$ cat config.mk
export PLATFORM = sky130hd
export DESIGN_NAME = sar_link_ctrl
export DESIGN_NICKNAME = d
export VERILOG_FILES = /design/src/rtl/sar_link_pkg.sv /design/src/rtl/sar_sclk_gen.sv /design/src/rtl/sar_sync.sv /design/src/rtl/sar_capture.sv /design/src/rtl/sar_link_fsm.sv /design/src/rtl/sar_link_ctrl.sv
export SDC_FILE = /design/constraint.sdc
export NUM_CORES = 1
export LEC_CHECK = 0
export BUFFER_PORTS_ARGS = -buffer_cell sky130_fd_sc_hd__buf_2
export CORE_ASPECT_RATIO = 1.5
export CORE_UTILIZATION = 50
export DETAILED_ROUTE_END_ITERATION = 8
export HOLD_SLACK_MARGIN = 0.02
export PLACE_DENSITY = 0.72
export SYNTH_ARGS = -nofsm -noshare
export SYNTH_HDL_FRONTEND = slang
export SYNTH_SLANG_ARGS = --single-unit
$ cat constraint.sdc
create_clock -name clk -period 2.52 [get_ports clk]
set_clock_uncertainty 0.2 [all_clocks]
set_input_delay 0.756 -clock clk [delete_from_list [all_inputs] [get_ports clk]]
set_output_delay 0.756 -clock clk [all_outputs]
set_load 0.005 [all_outputs]
$ cat src/rtl/sar_link_pkg.sv
package sar_link_pkg;

   localparam int CMD_W = 8;

   typedef enum logic [1:0] {
      ST_IDLE  = 2'd0,
      ST_SHIFT = 2'd1,
      ST_WAIT  = 2'd2,
      ST_READ  = 2'd3
   } link_state_t;

   // command word: start flag, channel, fixed input options, clock mode
   function automatic logic [CMD_W-1:0] make_cmd(input logic [2:0] ch, input logic int_mode);
      logic [1:0] md;
      md = int_mode ? 2'b10 : 2'b11;
      return {1'b1, ch, 2'b11, md};
   endfunction

endpackage

$ cat src/rtl/sar_sclk_gen.sv
module sar_sclk_gen #(
   parameter int DIV_W = 8
) (
   input  logic             clk,
   input  logic             rst_n,
   input  logic             run_i,
   input  logic [DIV_W-1:0] div_i,
   output logic             sclk_o,
   output logic             rise_o,
   output logic             fall_o
);
   logic [DIV_W-1:0] cnt_q;
   logic             sclk_q;
   logic             tick;

   assign tick   = run_i && (cnt_q == div_i);
   assign rise_o = tick && !sclk_q;
   assign fall_o = tick && sclk_q;
   assign sclk_o = sclk_q;

   always_ff @(posedge clk or negedge rst_n) begin
      if (!rst_n) begin
         cnt_q  <= '0;
         sclk_q <= 1'b0;
      end else if (!run_i) begin
         cnt_q  <= '0;
         sclk_q <= 1'b0;
      end else if (tick) begin
         cnt_q  <= '0;
         sclk_q <= !sclk_q;
      end else begin
         cnt_q  <= cnt_q + 1'b1;
      end
   end
endmodule

$ cat src/rtl/sar_sync.sv
module sar_sync #(
   parameter int STAGES = 2
) (
   input  logic clk,
   input  logic rst_n,
   input  logic d_i,
   output logic q_o
);
   generate
      if (STAGES == 0) begin : g_bypass
         assign q_o = d_i;
      end else begin : g_chain
         logic [STAGES-1:0] r_q;
         for (genvar k = 0; k < STAGES; k++) begin : g_stage
            if (k == 0) begin : g_first
               always_ff @(posedge clk or negedge rst_n) begin
                  if (!rst_n) r_q[0] <= 1'b0;
                  else        r_q[0] <= d_i;
               end
            end else begin : g_next
               always_ff @(posedge clk or negedge rst_n) begin
                  if (!rst_n) r_q[k] <= 1'b0;
                  else        r_q[k] <= r_q[k-1];
               end
            end
         end
         assign q_o = r_q[STAGES-1];
      end
   endgenerate
endmodule

$ cat src/rtl/sar_capture.sv
module sar_capture #(
   parameter int DATA_W = 10
) (
   input  logic              clk,
   input  logic              rst_n,
   input  logic              clr_i,
   input  logic              shift_i,
   input  logic              bit_i,
   output logic [DATA_W-1:0] data_o
);
   logic [DATA_W-1:0] sh_q;

   always_ff @(posedge clk or negedge rst_n) begin
      if (!rst_n)       sh_q <= '0;
      else if (clr_i)   sh_q <= '0;
      else if (shift_i) sh_q <= {sh_q[DATA_W-2:0], bit_i};
   end

   assign data_o = sh_q;
endmodule

$ cat src/rtl/sar_link_fsm.sv
module sar_link_fsm
   import sar_link_pkg::*;
#(
   parameter int DIV_W  = 8,
   parameter int TMO_W  = 16,
   parameter int DATA_W = 10,
   parameter int SUB_W  = 2,
   parameter int CH_W   = 3
) (
   input  logic              clk,
   input  logic              rst_n,
   input  logic              start_i,
   input  logic              mode_int_i,
   input  logic [CH_W-1:0]   chan_i,
   input  logic [DIV_W-1:0]  div_i,
   input  logic [TMO_W-1:0]  tmo_i,
   input  logic              rise_i,
   input  logic              fall_i,
   input  logic              strb_i,
   input  logic [DATA_W-1:0] cap_i,
   output logic              run_o,
   output logic [DIV_W-1:0]  div_o,
   output logic              clr_o,
   output logic              shift_o,
   output logic              cs_n_o,
   output logic              din_o,
   output logic              busy_o,
   output logic              done_o,
   output logic              err_o,
   output logic [DATA_W-1:0] result_o,
   output logic              int_o,
   output logic              wait_o
);
   localparam int EXT_PULSES = CMD_W + 1 + DATA_W + SUB_W;
   localparam int INT_PULSES = DATA_W + 1;
   localparam int CNT_W      = $clog2(EXT_PULSES + 1);
   localparam logic [CNT_W-1:0] CMD_LAST   = CNT_W'(CMD_W - 1);
   localparam logic [CNT_W-1:0] EXT_CAP_LO = CNT_W'(CMD_W + 1);
   localparam logic [CNT_W-1:0] EXT_CAP_HI = CNT_W'(CMD_W + DATA_W);
   localparam logic [CNT_W-1:0] EXT_LAST   = CNT_W'(EXT_PULSES - 1);
   localparam logic [CNT_W-1:0] INT_CAP_LO = CNT_W'(1);
   localparam logic [CNT_W-1:0] INT_CAP_HI = CNT_W'(DATA_W);
   localparam logic [CNT_W-1:0] INT_LAST   = CNT_W'(INT_PULSES - 1);

   link_state_t        st_q;
   logic [CNT_W-1:0]   fcnt_q;
   logic [TMO_W-1:0]   wcnt_q, tmo_q;
   logic [DIV_W-1:0]   div_q;
   logic [CMD_W-2:0]   cmd_q;
   logic               int_q, cs_q, din_q, done_q, err_q;
   logic [DATA_W-1:0]  res_q;
   logic [CMD_W-1:0]   cmd_new;
   logic               ext_win, int_win;

   assign cmd_new = make_cmd(chan_i[2:0], mode_int_i);
   assign ext_win = (st_q == ST_SHIFT) && !int_q && (fcnt_q >= EXT_CAP_LO) && (fcnt_q <= EXT_CAP_HI);
   assign int_win = (st_q == ST_READ) && (fcnt_q >= INT_CAP_LO) && (fcnt_q <= INT_CAP_HI);

   assign run_o    = (st_q == ST_SHIFT) || (st_q == ST_READ);
   assign div_o    = div_q;
   assign clr_o    = (st_q == ST_IDLE) && start_i;
   assign shift_o  = rise_i && (ext_win || int_win);
   assign cs_n_o   = cs_q;
   assign din_o    = din_q;
   assign busy_o   = (st_q != ST_IDLE);
   assign done_o   = done_q;
   assign err_o    = err_q;
   assign result_o = res_q;
   assign int_o    = int_q;
   assign wait_o   = (st_q == ST_WAIT);

   always_ff @(posedge clk or negedge rst_n) begin
      if (!rst_n) begin
         st_q   <= ST_IDLE;
         fcnt_q <= '0;
         wcnt_q <= '0;
         tmo_q  <= '0;
         div_q  <= '0;
         cmd_q  <= '0;
         int_q  <= 1'b0;
         cs_q   <= 1'b1;
         din_q  <= 1'b0;
         done_q <= 1'b0;
         err_q  <= 1'b0;
         res_q  <= '0;
      end else begin
         done_q <= 1'b0;
         err_q  <= 1'b0;
         case (st_q)
            ST_IDLE: begin
               if (start_i) begin
                  st_q   <= ST_SHIFT;
                  int_q  <= mode_int_i;
                  div_q  <= div_i;
                  tmo_q  <= tmo_i;
                  din_q  <= cmd_new[CMD_W-1];
                  cmd_q  <= cmd_new[CMD_W-2:0];
                  cs_q   <= 1'b0;
                  fcnt_q <= '0;
               end
            end
            ST_SHIFT: begin
               if (fall_i) begin
                  fcnt_q <= fcnt_q + 1'b1;
                  if (fcnt_q < CMD_LAST) begin
                     din_q <= cmd_q[CMD_W-2];
                     cmd_q <= {cmd_q[CMD_W-3:0], 1'b0};
                  end else if (fcnt_q == CMD_LAST) begin
                     din_q <= 1'b0;
                     if (int_q) begin
                        st_q   <= ST_WAIT;
                        fcnt_q <= '0;
                        wcnt_q <= '0;
                     end
                  end else if (fcnt_q == EXT_LAST) begin
                     st_q   <= ST_IDLE;
                     cs_q   <= 1'b1;
                     done_q <= 1'b1;
                     res_q  <= cap_i;
                  end
               end
            end
            ST_WAIT: begin
               if (strb_i) begin
                  st_q <= ST_READ;
               end else if (wcnt_q == tmo_q) begin
                  st_q  <= ST_IDLE;
                  cs_q  <= 1'b1;
                  err_q <= 1'b1;
               end else begin
                  wcnt_q <= wcnt_q + 1'b1;
               end
            end
            ST_READ: begin
               if (fall_i) begin
                  fcnt_q <= fcnt_q + 1'b1;
                  if (fcnt_q == INT_LAST) begin
                     st_q   <= ST_IDLE;
                     cs_q   <= 1'b1;
                     done_q <= 1'b1;
                     res_q  <= cap_i;
                  end
               end
            end
            default: st_q <= ST_IDLE;
         endcase
      end
   end
endmodule

$ cat src/rtl/sar_link_ctrl.sv
module sar_link_ctrl #(
   parameter int DIV_W       = 8,
   parameter int TMO_W       = 16,
   parameter int DATA_W      = 10,
   parameter int SUB_W       = 2,
   parameter int CH_W        = 3,
   parameter int SYNC_STAGES = 2
) (
   input  logic              clk,
   input  logic              rst_n,
   input  logic              start_i,
   input  logic              mode_int_i,
   input  logic [CH_W-1:0]   chan_i,
   input  logic [DIV_W-1:0]  div_i,
   input  logic [TMO_W-1:0]  tmo_i,
   output logic              busy_o,
   output logic              done_o,
   output logic              err_o,
   output logic [DATA_W-1:0] result_o,
   output logic              cs_n_o,
   output logic              sclk_o,
   output logic              din_o,
   input  logic              dout_i,
   input  logic              strb_i
);
   generate
      if (CH_W != 3) begin : g_bad_ch
         $error("sar_link_ctrl: command word carries exactly 3 channel bits");
      end
      if (DATA_W < 2) begin : g_bad_data
         $error("sar_link_ctrl: DATA_W must be at least 2");
      end
      if (SYNC_STAGES < 0 || SYNC_STAGES > 3) begin : g_bad_sync
         $error("sar_link_ctrl: SYNC_STAGES must lie in 0..3");
      end
      if (DIV_W < 1 || TMO_W < 1) begin : g_bad_w
         $error("sar_link_ctrl: counter widths must be positive");
      end
   endgenerate

   logic              run, rise, fall, clr, shift;
   logic              dout_s, strb_s;
   logic [DIV_W-1:0]  div_lat;
   logic [DATA_W-1:0] cap;
   logic              lat_int, waiting;

   sar_sync #(.STAGES(SYNC_STAGES)) u_sync_dout (
      .clk(clk), .rst_n(rst_n), .d_i(dout_i), .q_o(dout_s)
   );

   sar_sync #(.STAGES(SYNC_STAGES)) u_sync_strb (
      .clk(clk), .rst_n(rst_n), .d_i(strb_i), .q_o(strb_s)
   );

   sar_sclk_gen #(.DIV_W(DIV_W)) u_sclk (
      .clk(clk), .rst_n(rst_n), .run_i(run), .div_i(div_lat),
      .sclk_o(sclk_o), .rise_o(rise), .fall_o(fall)
   );

   sar_capture #(.DATA_W(DATA_W)) u_cap (
      .clk(clk), .rst_n(rst_n), .clr_i(clr), .shift_i(shift),
      .bit_i(dout_s), .data_o(cap)
   );

   sar_link_fsm #(
      .DIV_W(DIV_W), .TMO_W(TMO_W), .DATA_W(DATA_W), .SUB_W(SUB_W), .CH_W(CH_W)
   ) u_fsm (
      .clk(clk), .rst_n(rst_n), .start_i(start_i), .mode_int_i(mode_int_i),
      .chan_i(chan_i), .div_i(div_i), .tmo_i(tmo_i),
      .rise_i(rise), .fall_i(fall), .strb_i(strb_s), .cap_i(cap),
      .run_o(run), .div_o(div_lat), .clr_o(clr), .shift_o(shift),
      .cs_n_o(cs_n_o), .din_o(din_o), .busy_o(busy_o), .done_o(done_o),
      .err_o(err_o), .result_o(result_o), .int_o(lat_int), .wait_o(waiting)
   );
endmodule

## Yosys cells after proc, flatten, opt, wreduce, memory -nomap -nowiden

Cells that the tools add are included.

- Divide/modulo/power cells: 0
- Bitwise logic cells: 0
- Magnitude comparators: 5
- Mux-type cells: 68
- Shifts and indexed selects: 0
- $mul: 0
- $add $sub $neg: 3
- Reductions and logical operators: 29
- Eq/ne operators: 26

Operators with widths:

| operator | count |
|---|---|
| $mux W16 | 6 |
| $mux W10 | 8 |
| $pmux W16 S2 | 1 |
| $mux W5 | 6 |
| $ne A2 B2 Y1 const B | 13 |
| $mux W1 | 25 |
| $mux W7 | 3 |
| $mux W2 | 10 |
| $pmux W10 S2 | 1 |
| $add A16 B1 Y16 const B | 1 |
| $eq A16 B16 Y1 | 1 |
| $mux W8 | 2 |
| $pmux W5 S3 | 1 |
| $pmux W7 S2 | 1 |
| $reduce_and A7 Y1 | 2 |
| $reduce_and A4 Y1 | 3 |
| $logic_and A1 B1 Y1 | 10 |
| $reduce_bool A2 Y1 | 5 |
| $ne A3 B3 Y1 const B | 3 |
| $reduce_and A9 Y1 | 1 |
| $add A8 B1 Y8 const B | 1 |
| $eq A8 B8 Y1 | 1 |
| $pmux W2 S4 | 1 |
| $reduce_and A8 Y1 | 1 |
| other kinds (20) | 24 |

- Memory bits (read-only): 0
- Memories: 0
- Output and inout port bits: 16
- Bits in writable memories: 0
- Latch bits: 0
- Word-level logic and storage cells: 150
- Flip-flop bits (word level): 92

## Longest topological paths before layout

- Word-level depth: 8
- Depth in mapped cells: 9

## Cells and area by module

A second synthesis with hierarchy kept.

- Cells, all modules: 410
- Area total of the unflattened synthesis: 4,546.9 sq um

Modules (own cells, without submodules):

| module | cells an instance | area each (sq um) | times used |
|---|---|---|---|
| sar_link_fsm | 325 | 3,550.9 | 1 |
| sar_sclk_gen | 49 | 493.0 | 1 |
| sar_capture | 32 | 402.9 | 1 |
| sar_sync | 2 | 50.0 | 2 |

## Worst setup path before layout

OpenSTA, ideal clock, no wires.

- Path type: register -> register
- Start: register u_fsm.fcnt_q[0]
- End: register u_fsm.wcnt_q[12]
- Stages on the path, launching flop included: 9
- Required time: 2.242 ns
- Buffers on the path: 1
- Data arrival time: 2.074 ns
- Clock period less this slack: 2.352 ns
- Setup slack: 0.168 ns
- Cell sequence: dfrtp_1 -> ha_1 -> and4bb_4 -> and2_4 -> a31o_1 -> o211ai_2 -> buf_6 -> or4_1 -> a21oi_1

- Cells in the longest elaborated chain, start to end: 3

RTL lines:

| element | line | text |
|---|---|---|
| start, declared | sar_link_fsm.sv:46 | `logic [CNT_W-1:0] fcnt_q;` |
| start signal, assigned | sar_link_fsm.sv:104 | `fcnt_q <= fcnt_q + 1'b1;` |
| start signal, assigned | sar_link_fsm.sv:136 | `fcnt_q <= fcnt_q + 1'b1;` |
| $lt A5 B3 Y1 / $eq A5 B3 Y1 (equally long branches) | sar_link_fsm.sv:105, sar_link_fsm.sv:108 |  |
| $ne A2 B2 Y1 (no source line) | - |  |
| $reduce_and A7 Y1 (no source line) * | - |  |
| end signal, assigned | sar_link_fsm.sv:131 | `wcnt_q <= wcnt_q + 1'b1;` |
| end, declared | sar_link_fsm.sv:47 | `logic [TMO_W-1:0] wcnt_q, tmo_q;` |

Mark *: on every way between the ends. The rest lies on a longest branch, timed or not.
A chain may end at the register's enable or synchronous reset.

## Worst setup path after layout

- Start: register u_fsm.st_q[0]
- End: output port busy_o

- Cells in the longest elaborated chain, start to end: 1

RTL lines:

| element | line | text |
|---|---|---|
| start, declared | sar_link_fsm.sv:45 | `link_state_t st_q;` |
| start signal, assigned | sar_link_fsm.sv:74 | `st_q <= ST_IDLE;` |
| start signal, assigned | sar_link_fsm.sv:92 | `st_q <= ST_SHIFT;` |
| start signal, assigned | sar_link_fsm.sv:111 | `st_q <= ST_WAIT;` |
| $reduce_bool A2 Y1 | sar_link_fsm.sv:65 | `assign busy_o = (st_q != ST_IDLE);` |
| end, declared | sar_link_ctrl.sv:16 | `output logic busy_o,` |

Every way passes these cells.

==> metrics.md <==
| Metric | Value |
|---|---|
| Hold Path Class | primary input to asynchronous set/reset pin |
| Register area share after synthesis | 51.7% |
| DP Worst Slack | 148 ps |
| Leading area contributor after synthesis | dfrtp_1 |
| #FFs+latches synth | 92 |
| Yosys warnings | 0 |
| CTS buffer count | 9 |
| Area of the die | 9310 um2 |
| Period Utilization, post-route | 95.3% |
| Final hold slack | 119 ps |
| Worst-path clk slew | around 70 ps |
| Synthesized area | 4460 um2 |
| Slew Viols, Final | 0 |
| Number of global-route vias before repair | 3,550 |
| IO Count | 49 |
| TNS Setup | 0 ps |
| Synthesized net count | 509 |
| Leading post-synthesis cells by cell area | dfrtp_1, nand2_1, xor2_1, mux2i_1, o21ai_0 |
| Status | finished, final reports clean |
| Setup bufs post-CTS | 0 |
| Storage cell area | between 2000 and 2500 um2 |
| First-pass GRT wire length | roughly 17,000 um |
| Post-synth EDFFs | 0 |
| Post-DRT Antenna Nets | 0 |
| Max Buffers Root-to-Sink | 2 |
| Final-layout fill cell count | 730 |
| Async S/R FF share, synth | 100% |
| Post-synthesis to final-layout area growth | 16.7% |
| Top_reg_cell synth | dfrtp_1 |
| Post-route core utilization | 61.1% |
| Mapped Cells | 470 |
| CTS tree | done |
| Fin nets | 561 |
| Clock period minus worst slack | 2400 ps |
| Root buf cell | clkbuf_16 |
| Tightest Pin Transition | 373 ps |
| Crit-path max FO | 16 |
| Starting density of the core | a little over half |
| Diode count | 0 |
| Multi-input gate area | 1980 um2 |
| Endpoints failing hold | 0 |
| First-pass DRT Iterations | 4 |
| Row cnt | between 40 and 50 |
| Pwr Density | 702 nW/um2 |
| Sink Count | 92 |
| Vias per cell | about 5.5 |
| Die extent in y | 118 um |
| Area share of the largest cell type after synthesis | approximately half |
| Final setup violation count | 0 |
| Hpwl dp | 6880 um |
| Crit path DAT | around 1400 ps |
| IO Port Bufs | 48 |
| Gr usage total | about 23% |
| Vias | roughly 3,500 |
| Routed len/inst | 15.5 um |
| Iter 0 DRT Violations | 196 |
| Routed Wire Length | 9810 um |
| Core footprint | 8520 um2 |
| Drt drc | 0 |
| Crit end category | output port |
| MaxCap Viol Count | 0 |
| Commonest non-fill, non-tap cell in the layout | nand2_1 |
| Most frequent cells in the layout | nand2_1, dfrtp_1, buf_2 |
| Netlist cell types | 53 |
| Initial antenna violation count | 0 |
| Setup ws final | ~120 ps |
| H-tree level count | 3 |
| WS Path Type | flop to output port |
| Mean Syn Cell Area | 9.49 um2 |
| Worst IR Drop VDD | 0.000508 V |
| Largest net degree at the start of global routing | between 40 and 50 |
| DIE WIDTH | around 79 um |
| Max Freq | 417 MHz |
| Share of cells above drive strength 1 | 18.2% |
| Total grt overflow | 0 |
| Placer Congestion | 0.879 |
| Clk_lat worst skew | 350 ps |
| P_leak | roughly 0.0026 uW |
| CP Launch Type | flop |
| Worst EP required | 1560 ps |
| Rel. slew slack | between 70 and 80% |
| R2R Setup Slk | 130 ps |
[power breakdown]
part	internal, uW	switching, uW
Combinational	268	296
Clock	726	630
Sequential	1590	137
[flip-flops by register name, summed over array words and instances (netlist names)]
name and flops:
u_fsm.st_q 2, u_sclk.cnt_q 8, u_fsm.done_o 1, u_fsm.int_o 1, u_fsm.wcnt_q 16, u_fsm.cs_n_o 1
u_sclk.sclk_o 1, u_cap.data_o 10, u_fsm.din_o 1, u_fsm.div_o 8, u_fsm.fcnt_q 5, u_sync_strb.g_chain.r_q 1
u_sync_dout.q_o 1, u_fsm.err_o 1, u_fsm.cmd_q 7, u_sync_strb.q_o 1, u_fsm.result_o 10, u_sync_dout.g_chain.r_q 1
u_fsm.tmo_q 16
[final cells by class]
type                       instances  area share [%]
multi-input combinational        333            38.0
inverter                          20            1.44
timing repair buffer              66            7.98
clock buffer                      10            4.59
sequential                        92            44.3
tap                              107            2.57
clock inverter                     6            1.15
[metal layers]
layer	GRT usage (%)	share of wire, %
met5	0	0
met3	3.10	3.5
met1	27.3	41
met2	39.4	53
met4	12.2	3.1
[kinds of logic after synthesis]
group | after synthesis | synth area share (%)
fa+ha+maj | 6 | 1.68
mux | 16 | 3.68
xor+xnor | 31 | 6.09
flops | 92 | 51.7
buf+inv | 45 | 4.29
compound gates | 72 | 10.4
simple gates | 208 | 22.2
[through the flow]
stage               area [um2]  total power (uW)  instances
finish                    5200              3650        634
global route              5200              3820        634
CTS                       5200              3680        634
detailed placement        4900              2310        618
global placement          4900              2280        618
floorplan                 4460              2100        470
[critical path, stage by stage, from the launching register on]
cell and delay [ps]:
dfrtp_1 450, buf_4 220, or2_2 300, buf_2 130
[path summary, 6_finish.rpt]
| path | from | endpoint | cells past startpoint |
|---|---|---|---|
| max in group asynchronous | rst_n | u_fsm.cs_n_o | 2 |
| min in group clk | u_sync_dout.g_chain.r_q[0] | u_sync_dout.q_o | 0 |
| max | u_fsm.st_q[0] | busy_o | 3 |
| min reg2reg | u_sync_dout.g_chain.r_q[0] | u_sync_dout.q_o | 0 |
| max reg2reg | u_fsm.fcnt_q[1] | u_fsm.wcnt_q[12] | 8 |
| min | rst_n | u_fsm.tmo_q[14] | 1 |
[synthesized netlist by cell type, types with 8 or more instances]
| cell | instances |
|---|---|
| or4_1 | 8 |
| xor2_1 | 19 |
| clkbuf_1 | 16 |
| xnor2_1 | 12 |
| nor2_1 | 17 |
| a21oi_1 | 18 |
| inv_1 | 20 |
| mux2i_1 | 13 |
| nand2_1 | 111 |
| dfrtp_1 | 91 |
| or3_1 | 8 |
| o21ai_0 | 23 |
| and3_1 | 8 |
| nand3_1 | 17 |
[timing repair]
item                                    4_1_cts  5_1_grt
endpoints found under the setup margin        0       10
resized for setup                             0        2
hold buffers                                  0        0
(Power assumes the default switching activity.)
